File: src/rtl/xbar_pkg.sv
package xbar_pkg;
  function automatic int unsigned idx_w(input int unsigned n);
    return (n <= 2) ? 1 : $clog2(n);
  endfunction
endpackage

File: src/rtl/xbar_route.sv
module xbar_route #(
  parameter int unsigned NM = 2,
  parameter int unsigned DEST_W = 3,
  parameter logic [NM*DEST_W-1:0] LO = '0,
  parameter logic [NM*DEST_W-1:0] HI = '0
) (
  input  logic [DEST_W-1:0] dest_i,
  output logic [NM-1:0]     sel_o,
  output logic              miss_o
);
  logic found;

  // lowest-index window wins on overlap
  always_comb begin
    sel_o = '0;
    found = 1'b0;
    for (int k = 0; k < NM; k++) begin
      if (!found && dest_i >= LO[k*DEST_W +: DEST_W] && dest_i <= HI[k*DEST_W +: DEST_W]) begin
        sel_o[k] = 1'b1;
        found    = 1'b1;
      end
    end
    miss_o = !found;
  end
endmodule

File: src/rtl/xbar_arb.sv
module xbar_arb #(
  parameter int unsigned NS = 3,
  parameter int unsigned MAX_XFER = 3,
  parameter int unsigned IDLE_LIM = 2,
  parameter bit REL_ON_LAST = 1'b1,
  parameter bit ARB_RR = 1'b1
) (
  input  logic          clk_i,
  input  logic          rst_ni,
  input  logic          ce_i,
  input  logic [NS-1:0] req_i,
  input  logic [NS-1:0] vld_i,
  input  logic [NS-1:0] last_i,
  input  logic          ready_i,
  output logic [NS-1:0] gnt_o,
  output logic [NS-1:0] held_o
);
  localparam int unsigned IDX_W = xbar_pkg::idx_w(NS);
  localparam int unsigned CNT_W = xbar_pkg::idx_w(MAX_XFER + 1);
  localparam int unsigned IDL_W = xbar_pkg::idx_w(IDLE_LIM + 1);

  if (NS == 1) begin : g_bypass
    assign gnt_o  = vld_i;
    assign held_o = '0;
  end else begin : g_arb
    logic             held_q, v, lst, xfer, active, rel;
    logic [NS-1:0]    own_q, pick_oh, cur;
    logic [IDX_W-1:0] ptr_q, pick_idx;
    logic [CNT_W-1:0] cnt_q, cnt_nx;
    logic [IDL_W-1:0] idle_q, idle_nx;

    if (ARB_RR) begin : g_rr
      always_comb begin
        pick_oh  = '0;
        pick_idx = ptr_q;
        for (int off = 1; off <= NS; off++) begin
          int i;
          i = (int'(ptr_q) + off) % NS;
          if (pick_oh == '0 && req_i[i]) begin
            pick_oh[i] = 1'b1;
            pick_idx   = IDX_W'(i);
          end
        end
      end
    end else begin : g_fp
      always_comb begin
        pick_oh  = '0;
        pick_idx = ptr_q;
        for (int i = 0; i < NS; i++) begin
          if (pick_oh == '0 && req_i[i]) begin
            pick_oh[i] = 1'b1;
            pick_idx   = IDX_W'(i);
          end
        end
      end
    end

    assign cur     = held_q ? own_q : pick_oh;
    assign v       = |(cur & vld_i);
    assign lst     = |(cur & last_i);
    assign xfer    = v & ready_i;
    assign active  = held_q | (|pick_oh);
    assign cnt_nx  = (held_q ? cnt_q : '0) + CNT_W'(xfer);
    assign idle_nx = v ? '0 : (held_q ? idle_q : '0) + IDL_W'(1);

    always_comb begin
      rel = 1'b0;
      if (MAX_XFER != 0 && xfer && cnt_nx == CNT_W'(MAX_XFER)) rel = 1'b1;
      if (REL_ON_LAST && xfer && lst) rel = 1'b1;
      if (IDLE_LIM != 0 && !v && idle_nx == IDL_W'(IDLE_LIM)) rel = 1'b1;
    end

    always_ff @(posedge clk_i or negedge rst_ni) begin
      if (!rst_ni) begin
        held_q <= 1'b0;
        own_q  <= '0;
        ptr_q  <= IDX_W'(NS - 1);
        cnt_q  <= '0;
        idle_q <= '0;
      end else if (ce_i) begin
        held_q <= active & ~rel;
        if (!held_q && active) begin
          own_q <= pick_oh;
          ptr_q <= pick_idx;
        end
        cnt_q  <= active ? cnt_nx : '0;
        idle_q <= active ? idle_nx : '0;
      end
    end

    assign gnt_o  = cur;
    assign held_o = held_q ? own_q : '0;
  end
endmodule

File: src/rtl/strm_xbar.sv
module strm_xbar #(
  parameter int unsigned NS = 3,
  parameter int unsigned NM = 2,
  parameter int unsigned DATA_W = 8,
  parameter int unsigned DEST_W = 3,
  parameter logic [NM*DEST_W-1:0] DST_LO = {3'd2, 3'd0},
  parameter logic [NM*DEST_W-1:0] DST_HI = {3'd5, 3'd2},
  parameter int unsigned MAX_XFER = 3,
  parameter int unsigned IDLE_LIM = 2,
  parameter bit REL_ON_LAST = 1'b1,
  parameter bit ARB_RR = 1'b1,
  parameter bit USE_CE = 1'b1
) (
  input  logic                 clk_i,
  input  logic                 rst_ni,
  input  logic                 ce_i,
  input  logic [NS-1:0]        s_valid_i,
  output logic [NS-1:0]        s_ready_o,
  input  logic [NS*DATA_W-1:0] s_data_i,
  input  logic [NS-1:0]        s_last_i,
  input  logic [NS*DEST_W-1:0] s_dest_i,
  output logic [NM-1:0]        m_valid_o,
  input  logic [NM-1:0]        m_ready_i,
  output logic [NM*DATA_W-1:0] m_data_o,
  output logic [NM-1:0]        m_last_o,
  output logic [NM*DEST_W-1:0] m_dest_o
);
  logic                   ce;
  logic [NS-1:0][NM-1:0]  sel;
  logic [NS-1:0]          miss, held_any;
  logic [NM-1:0][NS-1:0]  vld, req, gnt, held;

  assign ce = USE_CE ? ce_i : 1'b1;

  for (genvar j = 0; j < NS; j++) begin : g_src
    xbar_route #(.NM(NM), .DEST_W(DEST_W), .LO(DST_LO), .HI(DST_HI)) u_route (
      .dest_i(s_dest_i[j*DEST_W +: DEST_W]),
      .sel_o (sel[j]),
      .miss_o(miss[j])
    );
  end

  // a source holding one sink is masked from all others
  always_comb begin
    held_any = '0;
    for (int k = 0; k < NM; k++) held_any = held_any | held[k];
    for (int k = 0; k < NM; k++) begin
      for (int j = 0; j < NS; j++) begin
        vld[k][j] = s_valid_i[j] & sel[j][k];
        req[k][j] = vld[k][j] & ~(held_any[j] & ~held[k][j]);
      end
    end
  end

  for (genvar k = 0; k < NM; k++) begin : g_snk
    xbar_arb #(
      .NS(NS), .MAX_XFER(MAX_XFER), .IDLE_LIM(IDLE_LIM),
      .REL_ON_LAST(REL_ON_LAST), .ARB_RR(ARB_RR)
    ) u_arb (
      .clk_i  (clk_i),
      .rst_ni (rst_ni),
      .ce_i   (ce),
      .req_i  (req[k]),
      .vld_i  (vld[k]),
      .last_i (s_last_i),
      .ready_i(m_ready_i[k]),
      .gnt_o  (gnt[k]),
      .held_o (held[k])
    );
  end

  always_comb begin
    m_valid_o = '0;
    m_data_o  = '0;
    m_last_o  = '0;
    m_dest_o  = '0;
    s_ready_o = '0;
    for (int k = 0; k < NM; k++) begin
      for (int j = 0; j < NS; j++) begin
        if (gnt[k][j]) begin
          m_valid_o[k] = m_valid_o[k] | (ce & vld[k][j]);
          m_data_o[k*DATA_W +: DATA_W] = m_data_o[k*DATA_W +: DATA_W] | s_data_i[j*DATA_W +: DATA_W];
          m_last_o[k] = m_last_o[k] | s_last_i[j];
          m_dest_o[k*DEST_W +: DEST_W] = m_dest_o[k*DEST_W +: DEST_W] | s_dest_i[j*DEST_W +: DEST_W];
          s_ready_o[j] = s_ready_o[j] | (ce & sel[j][k] & m_ready_i[k]);
        end
      end
    end
    for (int j = 0; j < NS; j++) s_ready_o[j] = s_ready_o[j] | (ce & miss[j]);
  end
endmodule

File: config.mk
export PLATFORM = sky130hd
export DESIGN_NAME = strm_xbar
export DESIGN_NICKNAME = d
export VERILOG_FILES = /design/src/rtl/xbar_pkg.sv /design/src/rtl/xbar_route.sv /design/src/rtl/xbar_arb.sv /design/src/rtl/strm_xbar.sv
export SDC_FILE = /design/constraint.sdc
export NUM_CORES = 1
export LEC_CHECK = 0
export ABC_AREA = 1
export CAP_MARGIN = 20
export CORE_MARGIN = 1.5
export CORE_UTILIZATION = 40
export CTS_CLUSTER_DIAMETER = 120
export DETAILED_ROUTE_END_ITERATION = 10
export GPL_TIMING_DRIVEN = 0
export PLACE_DENSITY = 0.71
export SYNTH_ARGS = -nofsm -noshare
export SYNTH_HDL_FRONTEND = slang
export SYNTH_SLANG_ARGS = --single-unit
File: constraint.sdc
create_clock -name clk_i -period 3.3 [get_ports clk_i]
set_clock_uncertainty 0.1 [all_clocks]
set_input_delay 0.825 -clock clk_i [delete_from_list [all_inputs] [get_ports clk_i]]
set_output_delay 0.825 -clock clk_i [all_outputs]
set_load 0.01 [all_outputs]
==> results of run 1 <==
[power by group through the flow]
stage	Clock, mW	Sequential, mW	Combinational (mW)
after global placement	0	0.422	2.76
after detailed placement	0	0.426	2.78
after floorplan	0	0.409	1.79
final	0.158	0.427	4.04
after global routing	0.175	0.439	4.30
after CTS	0.161	0.422	3.59
[repair_timing]
| item | in CTS | in global routing |
|---|---|---|
| cloned | 2 | 0 |
| setup endpoints to repair | 35 | 34 |
| setup buffers | 47 | 13 |
| pin swaps | 41 | 24 |
| gates resized for setup | 285 | 45 |
[final timing paths]
check                                               from                       endpoint  slack [ns]  depth (start not counted)
hold reg to reg            g_snk[1].u_arb.g_arb.cnt_q[1]  g_snk[1].u_arb.g_arb.cnt_q[1]        0.41                          2
setup / recovery                             s_dest_i[2]                   s_ready_o[0]       -0.54                         19
min in group asynchronous                         rst_ni  g_snk[0].u_arb.g_arb.cnt_q[1]        0.98                          1
setup reg to reg           g_snk[0].u_arb.g_arb.ptr_q[0]  g_snk[0].u_arb.g_arb.ptr_q[1]       -0.39                         28
hold / removal             g_snk[1].u_arb.g_arb.cnt_q[1]  g_snk[1].u_arb.g_arb.cnt_q[1]        0.41                          2
max in group asynchronous                         rst_ni  g_snk[1].u_arb.g_arb.own_q[0]        1.57                          1
[layer usage]
layer  global-route usage  vias up
met5                    0        -
met4                0.114        0
met3               0.0477       56
met2                0.471      227
met1                0.340     1611
li1                     -     1611
[critical path, stage by stage]
cell and delay, ns:
buf_4 0.14, inv_4 0.06, nand2_4 0.07, nor2_4 0.13
nand2_2 0.10, nand2_1 0.07, nand3_1 0.09, nand2_2 0.10
nand2_4 0.07, nand2_4 0.09, nor2_4 0.04, nor2_4 0.19
nand3_2 0.15, nand3_4 0.11, nand2_4 0.09, nor2_4 0.13
nand2_2 0.09, a31oi_4 0.24, buf_6 0.14
[layout make-up]
| cell class | instances | area share |
|---|---|---|
| flip-flops and latches | 20 | 0.117 |
| plain buffers | 10 | 0.0236 |
| multi-input cells | 297 | 0.507 |
| inverters | 75 | 0.0687 |
| repair buffers | 131 | 0.252 |
| clock buffers | 3 | 0.00961 |
| well taps | 75 | 0.0218 |
[cells by family (layout without fill, tap and decap cells)]
logic type | Yosys count | in the layout | synth area share
AOI/OAI and AO/OA | 64 | 64 | 0.173
xor gates and xnor gates | 2 | 2 | 0.00687
and+or+nand+nor | 221 | 221 | 0.436
buffers and inverters | 86 | 219 | 0.138
DFF | 20 | 20 | 0.197
adders and majority gates | 10 | 10 | 0.0490
[flip-flops by register name, summed over array words and instances, names as in the netlist]
signal                    count
g_snk.u_arb.g_arb.idle_q      4
g_snk.u_arb.g_arb.ptr_q       4
g_snk.u_arb.g_arb.held_q      2
g_snk.u_arb.g_arb.cnt_q       4
g_snk.u_arb.g_arb.own_q       6
[metrics by stage]
step	util	power, mW	std cells	setup slack (ns)
final	0.713	4.63	611	-0.542
after global routing	0.713	4.92	611	-0.654
after CTS	0.670	4.17	598	-0.414
after detailed placement	0.557	3.21	549	-1.55
after global placement	0.557	3.18	549	-1.52
after floorplan	-	2.20	403	-0.0430
[cell usage in the layout (no fill, tap or decap), types with 4 or more instances in the layout]
cell type	count
nand2_1	88
ha_1	5
o221ai_2	12
nand3_2	22
buf_2	30
inv_2	19
inv_1	50
o211ai_1	4
buf_4	45
dfrtp_1	18
o21ai_2	4
clkdlybuf4s50_1	30
nand3_1	18
nor2_2	6
buf_6	31
nor2_4	13
nand2_2	28
nand3_4	7
nand2_4	13
o21ai_0	11
nor2_1	8
nand4_1	10
o21ai_1	11
o221ai_1	12
==> metrics.md, run 1 <==
| Metric | Value |
|---|---|
| Area growth syn-to-layout | `68.5%` |
| Die extent in x | `slightly above 80 um` |
| Post-route DRC violation count | `0` |
| Result of the run | `finished with violations` |
| Final setup fails | `31` |
| Number of filler cells placed in the layout | `443` |
| Count of flip-flops with a built-in enable after synthesis | `0` |
| Min Hold Slack | `0.406 ns` |
| Clock transition time at the flip-flop clock pins of the worst setup and hold paths | `around 0.07 ns` |
| Slew @ Worst Pin | `roughly 0.9 ns` |
| Internal power | `about 2.2 mW` |
| Count of state elements after synthesis | `20` |
| Violations in the final reports | `negative setup slack` |
| Fmax | `0.260 GHz` |
| Floorplan die area | `6870 um2` |
| Clock Path Buffers | `2` |
| Metal1 wirelength | `approximately 4200 um` |
| Vias per std cell | `5.74` |
| # port buffers | `71` |
| Post-Synthesis Mean Instance Area | `6.33 um2` |
| Hold Buf Count CTS | `0` |
| Switching power share of the total | `0.521` |
| Share of flip-flops with an asynchronous set or reset after synthesis | `1.00` |
| Area of the core | `between 6000 and 7000 um2` |
| # Max-Cap Violations | `0` |
| Mapped Nets | `457` |
| Count leader, synth | `nand2_1` |
| Type of the worst min-delay path | `register to register` |
| Global router's overall resource usage | `0.275` |
| Leading post-synthesis cells by cell area | `dfrtp_1, nand2_1, inv_1` |
| Cell type contributing the most total cell area after synthesis | `dfrtp_1` |
| Maximum fanout along the worst path | `5` |
| Sequential cell fraction of total power | `0.092` |
| TritonCTS clock tree | `yes` |
| CTS Buf Count | `3` |
| Maximum vdd drop | `0.722 mV` |
| Pin count of the biggest net entering global routing | `21` |
| Depth of the CTS H-tree | `1` |
| Diodes inserted | `0` |
| Time the final worst path needs with I/O delays and setup | `just under 4 ns` |
| Antenna violations before repair | `0` |
| Fraction of power consumed by combinational cells | `0.874` |
| Number of ports placed on the die boundary | `73` |
| Clock group share of total power | `0.034` |
| Die height | `82.9 um` |
| Setup TNS after final layout | `-12.58 ns` |
| Final global-route overflow total | `0` |
| Count of antenna-violating nets left after detailed routing | `0` |
| CTS root buffer | `clkbuf_8` |
| Detailed Route WL | `between 10000 and 15000 um` |
| Share of the yosys chip area belonging to registers | `0.197` |
| Number of violations reported at the end of detailed-routing iteration 0 | `295` |
| Post-Syn Instances | `403` |
| Final WS setup | `-0.542 ns` |
| Via count | `roughly 3500` |
| Most used flip-flop cell after synthesis | `dfrtp_1` |
| GPL Wtd Cong | `0.859` |
| Cell area after synthesis | `2550 um2` |
| Average detailed-routed wire length per instance | `17.2 um` |
| Power spent charging and discharging nets | `around 2.4 mW` |
| Uppermost metal layer occupied by signal nets | `met4` |
| Number of global-route vias before repair | `3367` |
| Leakage power summed over all cells | `2.11 nW` |
| Num Clock Sinks | `20` |
| Proportion of netlist area held by the largest area contributor | `0.177` |
| Layout cells sized above 1 | `0.481` |
| Total cell area at the placement stage | `between 3000 and 4000 um2` |
| Nature of the critical path startpoint | `primary input` |
| Wire length on met2 | `4920 um` |
| Total area of sequential cells | `~500 um2` |
| Worst setup path category | `primary input to output port` |
| Number of pins exceeding their max-slew limit in the final report | `0` |
| Crit. End Element | `output port` |
| Final hold viol count | `0` |
| Setup repair after global routing missed its margin | `yes` |
| Clock insertion delay at the later pin of the skew report | `0.26 ns` |
| Final cell area excluding filler cells | `4300 um2` |
| Multi-input gate area | `2180 um2` |
| Fraction of the cycle the final worst path needs | `1.16` |
| Worst endpoint required time | `2.37 ns` |
| Global-route wire length before repair | `15800 um` |
| CP arrival | `2.92 ns` |
| Cell area power density | `1080 nW/um2` |
| Initial cell density of the core | `0.423` |
| Row Count | `28` |
| Number of warnings reported in the yosys synthesis log | `0` |
| Number of detailed-routing iterations run before antenna repair | `6` |
| Most frequent cells after synthesis | `nand2_1, inv_1, nand3_1, o221ai_1, dfrtp_1` |
| Half-perimeter wire length after placement | `6300 um` |
| Remaining max-slew budget at the tightest pin | `0.396` |
| Number of nets in the layout | `~590` |
| Routed length on met3 | `around 880 um` |
| Distinct cell type count after synthesis | `34` |
Note: power is estimated with default switching activity, not from simulation.
==> run 2: changes to the inputs <==
- GPL_TIMING_DRIVEN: 0 -> 1
- PLACE_DENSITY: 0.71 -> 0.72
==> run 2 against run 1 <==
Compared with the run above:
- the flow still finishes with violations (negative setup slack)
- worst setup slack worse by 0.16 ns
- combinational power increased by 36%
- fmax fell by 4.1%
- sequential share of layout area fell by 2.3 points
- cell count grew 13%
- power grew 34%
- critical path depth fell by 4
- first-iteration DRC count grew 64%
- register-to-register slack lost 0.05 ns
- sequential cell count stayed put
- non-clock buffer count is 76 higher
- routed wire length increased by 50%
- critical endpoint is now m_dest_o[0]
==> metrics.md, run 2 (synthesis gave the netlist of run 1 again) <==
| Metric | Value |
|---|---|
| Result of the run | `finished with violations` |
| Violations in the final reports | `negative setup slack` |
| TritonCTS clock tree | `yes` |
| Layout cells sized above 1 | `0.615` |
| Die extent in x | `82.9 um` |
| Uppermost metal layer occupied by signal nets | `met4` |
| Number of nets in the layout | `around 670` |
| WHS Endpoint | `g_snk[0].u_arb.g_arb.cnt_q[0]` |
| Maximum vdd drop | `roughly 0.76 mV` |
| Final setup fails | `36` |
| Clock insertion delay at the later pin of the skew report | `0.27 ns` |
| Diodes inserted | `0` |
| Depth of the CTS H-tree | `1` |
| Clock transition time at the flip-flop clock pins of the worst setup and hold paths | `0.08 ns` |
| GPL Wtd Cong | `0.925` |
| Clock Path Buffers | `2` |
| Setup repair after global routing missed its margin | `yes` |
| Area growth syn-to-layout | `110%` |
| Worst reg-to-reg path cell count | `23` |
| Routed length on met3 | `2000 um` |
| Wire length on met2 | `6870 um` |
| Fmax | `0.250 GHz` |
| Min Hold Slack | `approximately 0.41 ns` |
| Number of detailed-routing iterations run before antenna repair | `5` |
| Worst endpoint required time | `about 2.4 ns` |
| Time the final worst path needs with I/O delays and setup | `between 4 and 5 ns` |
| CTS Buf Count | `3` |
| Maximum fanout along the worst path | `5` |
| Pin count of the biggest net entering global routing | `21` |
| Leakage power summed over all cells | `2.66 nW` |
| Die height | `around 83 um` |
| Slack of the worst reg-to-reg path | `-0.44 ns` |
| Origin of the worst min-delay path | `g_snk[0].u_arb.g_arb.cnt_q[0]` |
| Final WS setup | `-0.705 ns` |
| Most frequent cells in the layout | `buf_4, nand2_1, inv_1` |
| Average detailed-routed wire length per instance | `22.9 um` |
| Worst setup path category | `primary input to output port` |
| Floorplan die area | `6870 um2` |
| Fraction of the cycle the final worst path needs | `1.21` |
| Vias per std cell | `6.47` |
| Num Clock Sinks | `20` |
| Number of ports placed on the die boundary | `73` |
| CTS root buffer | `clkbuf_8` |
| Area of the core | `around 6000 um2` |
| Global router's overall resource usage | `0.357` |
| Type of the worst min-delay path | `register to register` |
| Pre-CTS setup slack | `-1.39 ns` |
| Remaining max-slew budget at the tightest pin | `0.760` |
| CP arrival | `3.08 ns` |
| Power, Total | `6.18 mW` |
| Global-route wire length before repair | `approximately 20000 um` |
| Worst flop-to-flop path endpoint | `g_snk[0].u_arb.g_arb.held_q` |
| Count of antenna-violating nets left after detailed routing | `0` |
| Number of pins exceeding their max-slew limit in the final report | `0` |
| Setup TNS after final layout | `-19.37 ns` |
| Number of violations reported at the end of detailed-routing iteration 0 | `485` |
| Largest register FFs | `6` |
| Post-route DRC violation count | `0` |
| Number of filler cells placed in the layout | `230` |
| Antenna violations before repair | `0` |
| Final global-route overflow total | `0` |
| Row Count | `28` |
| Crit. End Element | `output port` |
| Final hold viol count | `0` |
| Slew @ Worst Pin | `between 0.3 and 0.4 ns` |
| Top reg by flops | `g_snk.u_arb.g_arb.own_q` |
| Most common cell after layout, fill and taps aside | `buf_4` |
| Metal1 wirelength | `5290 um` |
| Origin of the critical flop-to-flop path | `g_snk[0].u_arb.g_arb.ptr_q[1]` |
| Initial cell density of the core | `0.423` |
| Detailed Route WL | `15800 um` |
| Number of cells traversed by the worst hold path | `2` |
| Final design utilization | `0.890` |
| Half-perimeter wire length after placement | `7320 um` |
| # Max-Cap Violations | `0` |
| Number of global-route vias before repair | `4107` |
| # port buffers | `72` |
| Cell area power density | `between 1000 and 1500 nW/um2` |
| Via count | `4454` |
| Nature of the critical path startpoint | `primary input` |
-- run 2: timing repair --
action / CTS / global route
setup buffers: 51 / 13
hold buffers: 0 / 0
pin swaps: 50 / 57
setup endpoints to repair: 36 / 43
gates cloned: 2 / 1
resized for setup: 307 / 99
-- run 2: critical path, stage by stage --
cell       delay (ns)
buf_6            0.10
inv_4            0.06
nand2_4          0.07
nor2_4           0.17
nand2_2          0.13
o21ai_0          0.29
o211ai_1         0.19
nor2_2           0.21
buf_6            0.16
nand3_2          0.09
nand4_1          0.14
nand2_2          0.12
clkbuf_16        0.19
o221ai_2         0.14
buf_2            0.18
-- run 2: per-stage QoR --
stage | std cells | cell area, um2
after floorplan | 403 | 2550
after CTS | 683 | 4910
after detailed placement | 629 | 4010
after global routing | 688 | 5360
after global placement | 629 | 4010
final | 688 | 5360
-- run 2: metal layers --
layer	global-route usage	up-vias
li1	-	1757
met1	0.407	2010
met2	0.633	494
met3	0.0676	193
met4	0.177	0
met5	0	-
-- run 2: worst max-delay path by stage --
| stage | start | endpoint | slack (ns) | cells past startpoint |
|---|---|---|---|---|
| floorplan | s_dest_i[1] | m_data_o[0] | -0.04 | 16 |
| global placement | s_dest_i[1] | m_data_o[11] | -1.35 | 18 |
| detailed placement | s_dest_i[1] | s_ready_o[2] | -1.39 | 18 |
| CTS | s_dest_i[6] | m_last_o[0] | -0.41 | 20 |
| global route | s_dest_i[2] | m_data_o[6] | -0.78 | 19 |
| finish | s_dest_i[2] | m_dest_o[0] | -0.70 | 15 |
-- run 2: report_power, final --
| part | leakage [nW] | internal [mW] | switching (mW) |
|---|---|---|---|
| clock network | 0.0357 | 0.162 | 0.0866 |
| registers | 0.254 | 0.351 | 0.0986 |
| logic | 2.37 | 2.49 | 2.99 |
-- run 2: cell type report --
type | instances | area (um2) | area share
repair buffers | 217 | 1910 | 0.355
inverters | 75 | 302 | 0.0562
multi-input cells | 297 | 2490 | 0.464
clock buffers | 3 | 41.3 | 0.00770
well taps | 75 | 93.8 | 0.0175
flip-flops and latches | 20 | 503 | 0.0938
clock inverters | 1 | 30.0 | 0.00560
==> run 3: changes to the inputs <==
- ABC_AREA: 1 -> default
- CORE_ASPECT_RATIO: default -> 0.6
- CORE_MARGIN: 1.5 -> default
- PLACE_DENSITY: 0.72 -> 0.71
==> run 3 against run 2 <==
Compared with the run above:
- the run still ends with negative setup slack left
- critical path depth decreased by 2
- sequential power increased by 6.0%
- cell area increased by 4.4%
- synthesized area increased by 3.9%
- combinational power decreased by 2%
- utilization increased by 0.61 points
- global-route usage increased by 2.6 points
- die area increased by 1.5%
- first-iteration DRC count increased by 26%
- critical endpoint is now m_data_o[13]
- fmax decreased by 4.4%
- clock power decreased by 24%
- clock-buffer cell count increased by 1
==> metrics.md, run 3 <==
| Metric | Value |
|---|---|
| Number of warnings reported in the yosys synthesis log | `0` |
| Maximum vdd drop | `0.693 mV` |
| Setup repair after global routing missed its margin | `yes` |
| Number of ports placed on the die boundary | `73` |
| Cell area power density | `1080 nW/um2` |
| Post-Syn Instances | `346` |
| Most used flip-flop cell after synthesis | `dfrtp_1` |
| Fraction of synthesized cell area in xor and xnor cells | `0.00661` |
| Mapped Nets | `400` |
| GPL Wtd Cong | `0.946` |
| Origin of the worst min-delay path | `g_snk[1].u_arb.g_arb.cnt_q[0]` |
| Nature of the critical path startpoint | `primary input` |
| Type of the worst min-delay path | `register to register` |
| Cell count after placement | `a little over 600` |
| Initial cell density of the core | `0.424` |
| Setup TNS after final layout | `-25.56 ns` |
| Global-route wire length before repair | `20500 um` |
| Crit. End Element | `output port` |
| Maximum fanout along the worst path | `11` |
| Final global-route overflow total | `0` |
| Final hold viol count | `0` |
| Remaining max-slew budget at the tightest pin | `0.375` |
| Global router's overall resource usage | `0.383` |
| Post-route DRC violation count | `0` |
| Filler-free cell count of the finished design | `675` |
| Number of filler cells placed in the layout | `267` |
| Worst reg-to-reg path cell count | `19` |
| CTS root buffer | `clkbuf_8` |
| Top reg by flops | `g_snk.u_arb.g_arb.own_q` |
| Post-Synthesis Mean Instance Area | `7.66 um2` |
| Area growth syn-to-layout | `111%` |
| Final setup fails | `38` |
| Final WS setup | `-0.890 ns` |
| Pin count of the biggest net entering global routing | `21` |
| Share of the yosys chip area belonging to registers | `0.190` |
| Detailed Route WL | `15700 um` |
| Violations in the final reports | `negative setup slack` |
| Synthesized-area fraction occupied by ao, oa, aoi and oai cells | `0.414` |
| Antenna violations before repair | `0` |
| Num Clock Sinks | `20` |
| Final design utilization | `0.896` |
| Number of nets in the layout | `approximately 650` |
| TritonCTS clock tree | `yes` |
| Start point of the critical path | `s_dest_i[8]` |
| Origin of the critical flop-to-flop path | `g_snk[0].u_arb.g_arb.ptr_q[1]` |
| # Max-Cap Violations | `0` |
| Share of flip-flops with an asynchronous set or reset after synthesis | `1.00` |
| Cell type contributing the most total cell area after synthesis | `dfrtp_1` |
| Depth of the CTS H-tree | `1` |
| Share of synthesized cell area in full adder, half adder and majority cells | `0.0472` |
| Row Count | `22` |
| Fraction of the cycle the final worst path needs | `1.27` |
| # port buffers | `72` |
| Count of antenna-violating nets left after detailed routing | `0` |
| Clock Path Buffers | `2` |
| Distinct cell type count after synthesis | `71` |
| Leading post-synthesis cells by cell area | `dfrtp_1, inv_1, ha_1` |
| Critical Path Max Stage Delay | `0.44 ns` |
| Final cell area excluding filler cells | `5600 um2` |
| Die extent in x | `107 um` |
| Cell mode on critical path | `buf_4` |
| Layout cells sized above 1 | `0.585` |
| Number of detailed-routing iterations run before antenna repair | `6` |
| Slew @ Worst Pin | `0.935 ns` |
| Number of global-route vias before repair | `~4100` |
| Die height | `approximately 65 um` |
| Clock transition time at the flip-flop clock pins of the worst setup and hold paths | `around 0.07 ns` |
| CP arrival | `3.26 ns` |
| Worst setup path category | `primary input to output port` |
| Diodes inserted | `0` |
| Proportion of netlist area held by the largest area contributor | `0.170` |
| Result of the run | `finished with violations` |
| Half-perimeter wire length after placement | `8880 um` |
| Post-synthesis simple-gate area fraction | `0.212` |
| Count of flip-flops with a built-in enable after synthesis | `0` |
| Cell-by-cell trace of the critical path | `buf_6, nand4b_1, buf_4, a22oi_2, buf_4, o2bb2ai_4, a211oi_4, o311ai_4, and2_4, buf_12, a222oi_1, inv_1, buf_2` |
| Number of violations reported at the end of detailed-routing iteration 0 | `612` |
| Vias per std cell | `6.46` |
| Most common cell after layout, fill and taps aside | `buf_4` |
| Fmax | `0.239 GHz` |
| Hold Buf Count CTS | `0` |
| Cell with the largest stage delay on the worst path | `a222oi_1` |
| CTS Buf Count | `3` |
| Most frequent cells in the layout | `buf_4, inv_1, buf_6` |
| Time the final worst path needs with I/O delays and setup | `4.19 ns` |
| Floorplan die area | `between 6000 and 7000 um2` |
| Worst endpoint required time | `2.37 ns` |
| Number of pins exceeding their max-slew limit in the final report | `0` |
| Power, Total | `6.06 mW` |
| Clock insertion delay at the later pin of the skew report | `0.27 ns` |
| Total cell area at the placement stage | `roughly 4600 um2` |
| Number of cells traversed by the worst hold path | `1` |
| Count of state elements after synthesis | `20` |
| Most frequent cells after synthesis | `inv_1, nand2_1, nor2_1, o21ai_0, dfrtp_1` |
| Multiplexer fraction of the synthesized cell area | `0.0316` |
| Area of the core | `6250 um2` |
| Via count | `4358` |
| Average detailed-routed wire length per instance | `23.2 um` |
| Count leader, synth | `inv_1` |
| Largest register FFs | `6` |
| Leakage power summed over all cells | `2.58 nW` |
| Combinational family with the most area after synthesis | `compound AO/OA/AOI/OAI gates` |
| Cell area after synthesis | `2650 um2` |
## run 3: cell types whose count changed in the layout (fill, tap and decap cells not counted), moves of 13 or more
cell | before | now
nor2_4 | 14 | 1
nand2_2 | 39 | 4
o221ai_2 | 17 | 0
inv_2 | 19 | 5
a22oi_2 | 0 | 15
nand2_4 | 26 | 1
nand2_1 | 64 | 21
buf_4 | 110 | 157
nand3_2 | 21 | 1
## run 3: cell families after synthesis
| kind of cell | after synthesis |
|---|---|
| adder cells (fa/ha/maj) | 10 |
| XOR/XNOR | 2 |
| AO/OA/AOI/OAI | 137 |
| buffers and inverters | 64 |
| flip-flops | 20 |
| AND/OR/NAND/NOR | 106 |
| multiplexers | 7 |
## run 3: path summary, 6_finish.rpt
check                      slack (ns)                        endpoint
max in group asynchronous        1.49     g_snk[0].u_arb.g_arb.held_q
min in group asynchronous        0.98  g_snk[0].u_arb.g_arb.idle_q[1]
setup / recovery                -0.89                    m_data_o[13]
hold / removal                   0.42   g_snk[1].u_arb.g_arb.cnt_q[0]
setup reg to reg                -0.64     g_snk[0].u_arb.g_arb.held_q
hold reg to reg                  0.42   g_snk[1].u_arb.g_arb.cnt_q[0]
## run 3: power by group
group | internal, mW | switching (mW)
registers | 0.367 | 0.110
clock network | 0.106 | 0.0837
logic | 2.67 | 2.73
total | 3.14 | 2.92
## run 3: metrics by stage
stage	setup WS, ns	hold slack, ns
6_report	-0.890	0.416
5_1_grt	-0.962	0.424
4_1_cts	-0.764	0.388
3_5_place_dp	-1.60	0.371
3_3_place_gp	-1.58	0.370
2_1_floorplan	-0.318	0.349
## run 3: critical path: cells and delay by family
kind	cells	cell delay (ns)
simple gates	2	0.40
buf+inv	6	0.83
compound gates	5	1.20
## run 3: per-layer routing
metal / GRT usage / share of wire / up-vias
met3: 0.0765 / 0.13 / 93
li1: - / - / 1825
met5: 0 / 0 / -
met2: 0.647 / 0.43 / 387
met1: 0.489 / 0.39 / 2053
met4: 0.134 / 0.049 / 0
## run 3: what timing repair did
item / 4_1_cts / 5_1_grt
setup endpoints to repair: 49 / 42
pin swaps: 66 / 40
hold endpoints to repair: 0 / 0
gates resized for setup: 274 / 50
buffers inserted: 41 / 11
cloned: 2 / 0
## run 3: final cells by class
| class | count | area (um2) | area share |
|---|---|---|---|
| Multi-Input combinational cell | 262 | 2620 | 0.468 |
| Timing Repair Buffer | 259 | 2140 | 0.382 |
| Sequential cell | 20 | 504 | 0.0901 |
| Inverter | 46 | 173 | 0.0308 |
| Tap cell | 84 | 105 | 0.0188 |
| Clock buffer | 4 | 55.1 | 0.00983 |
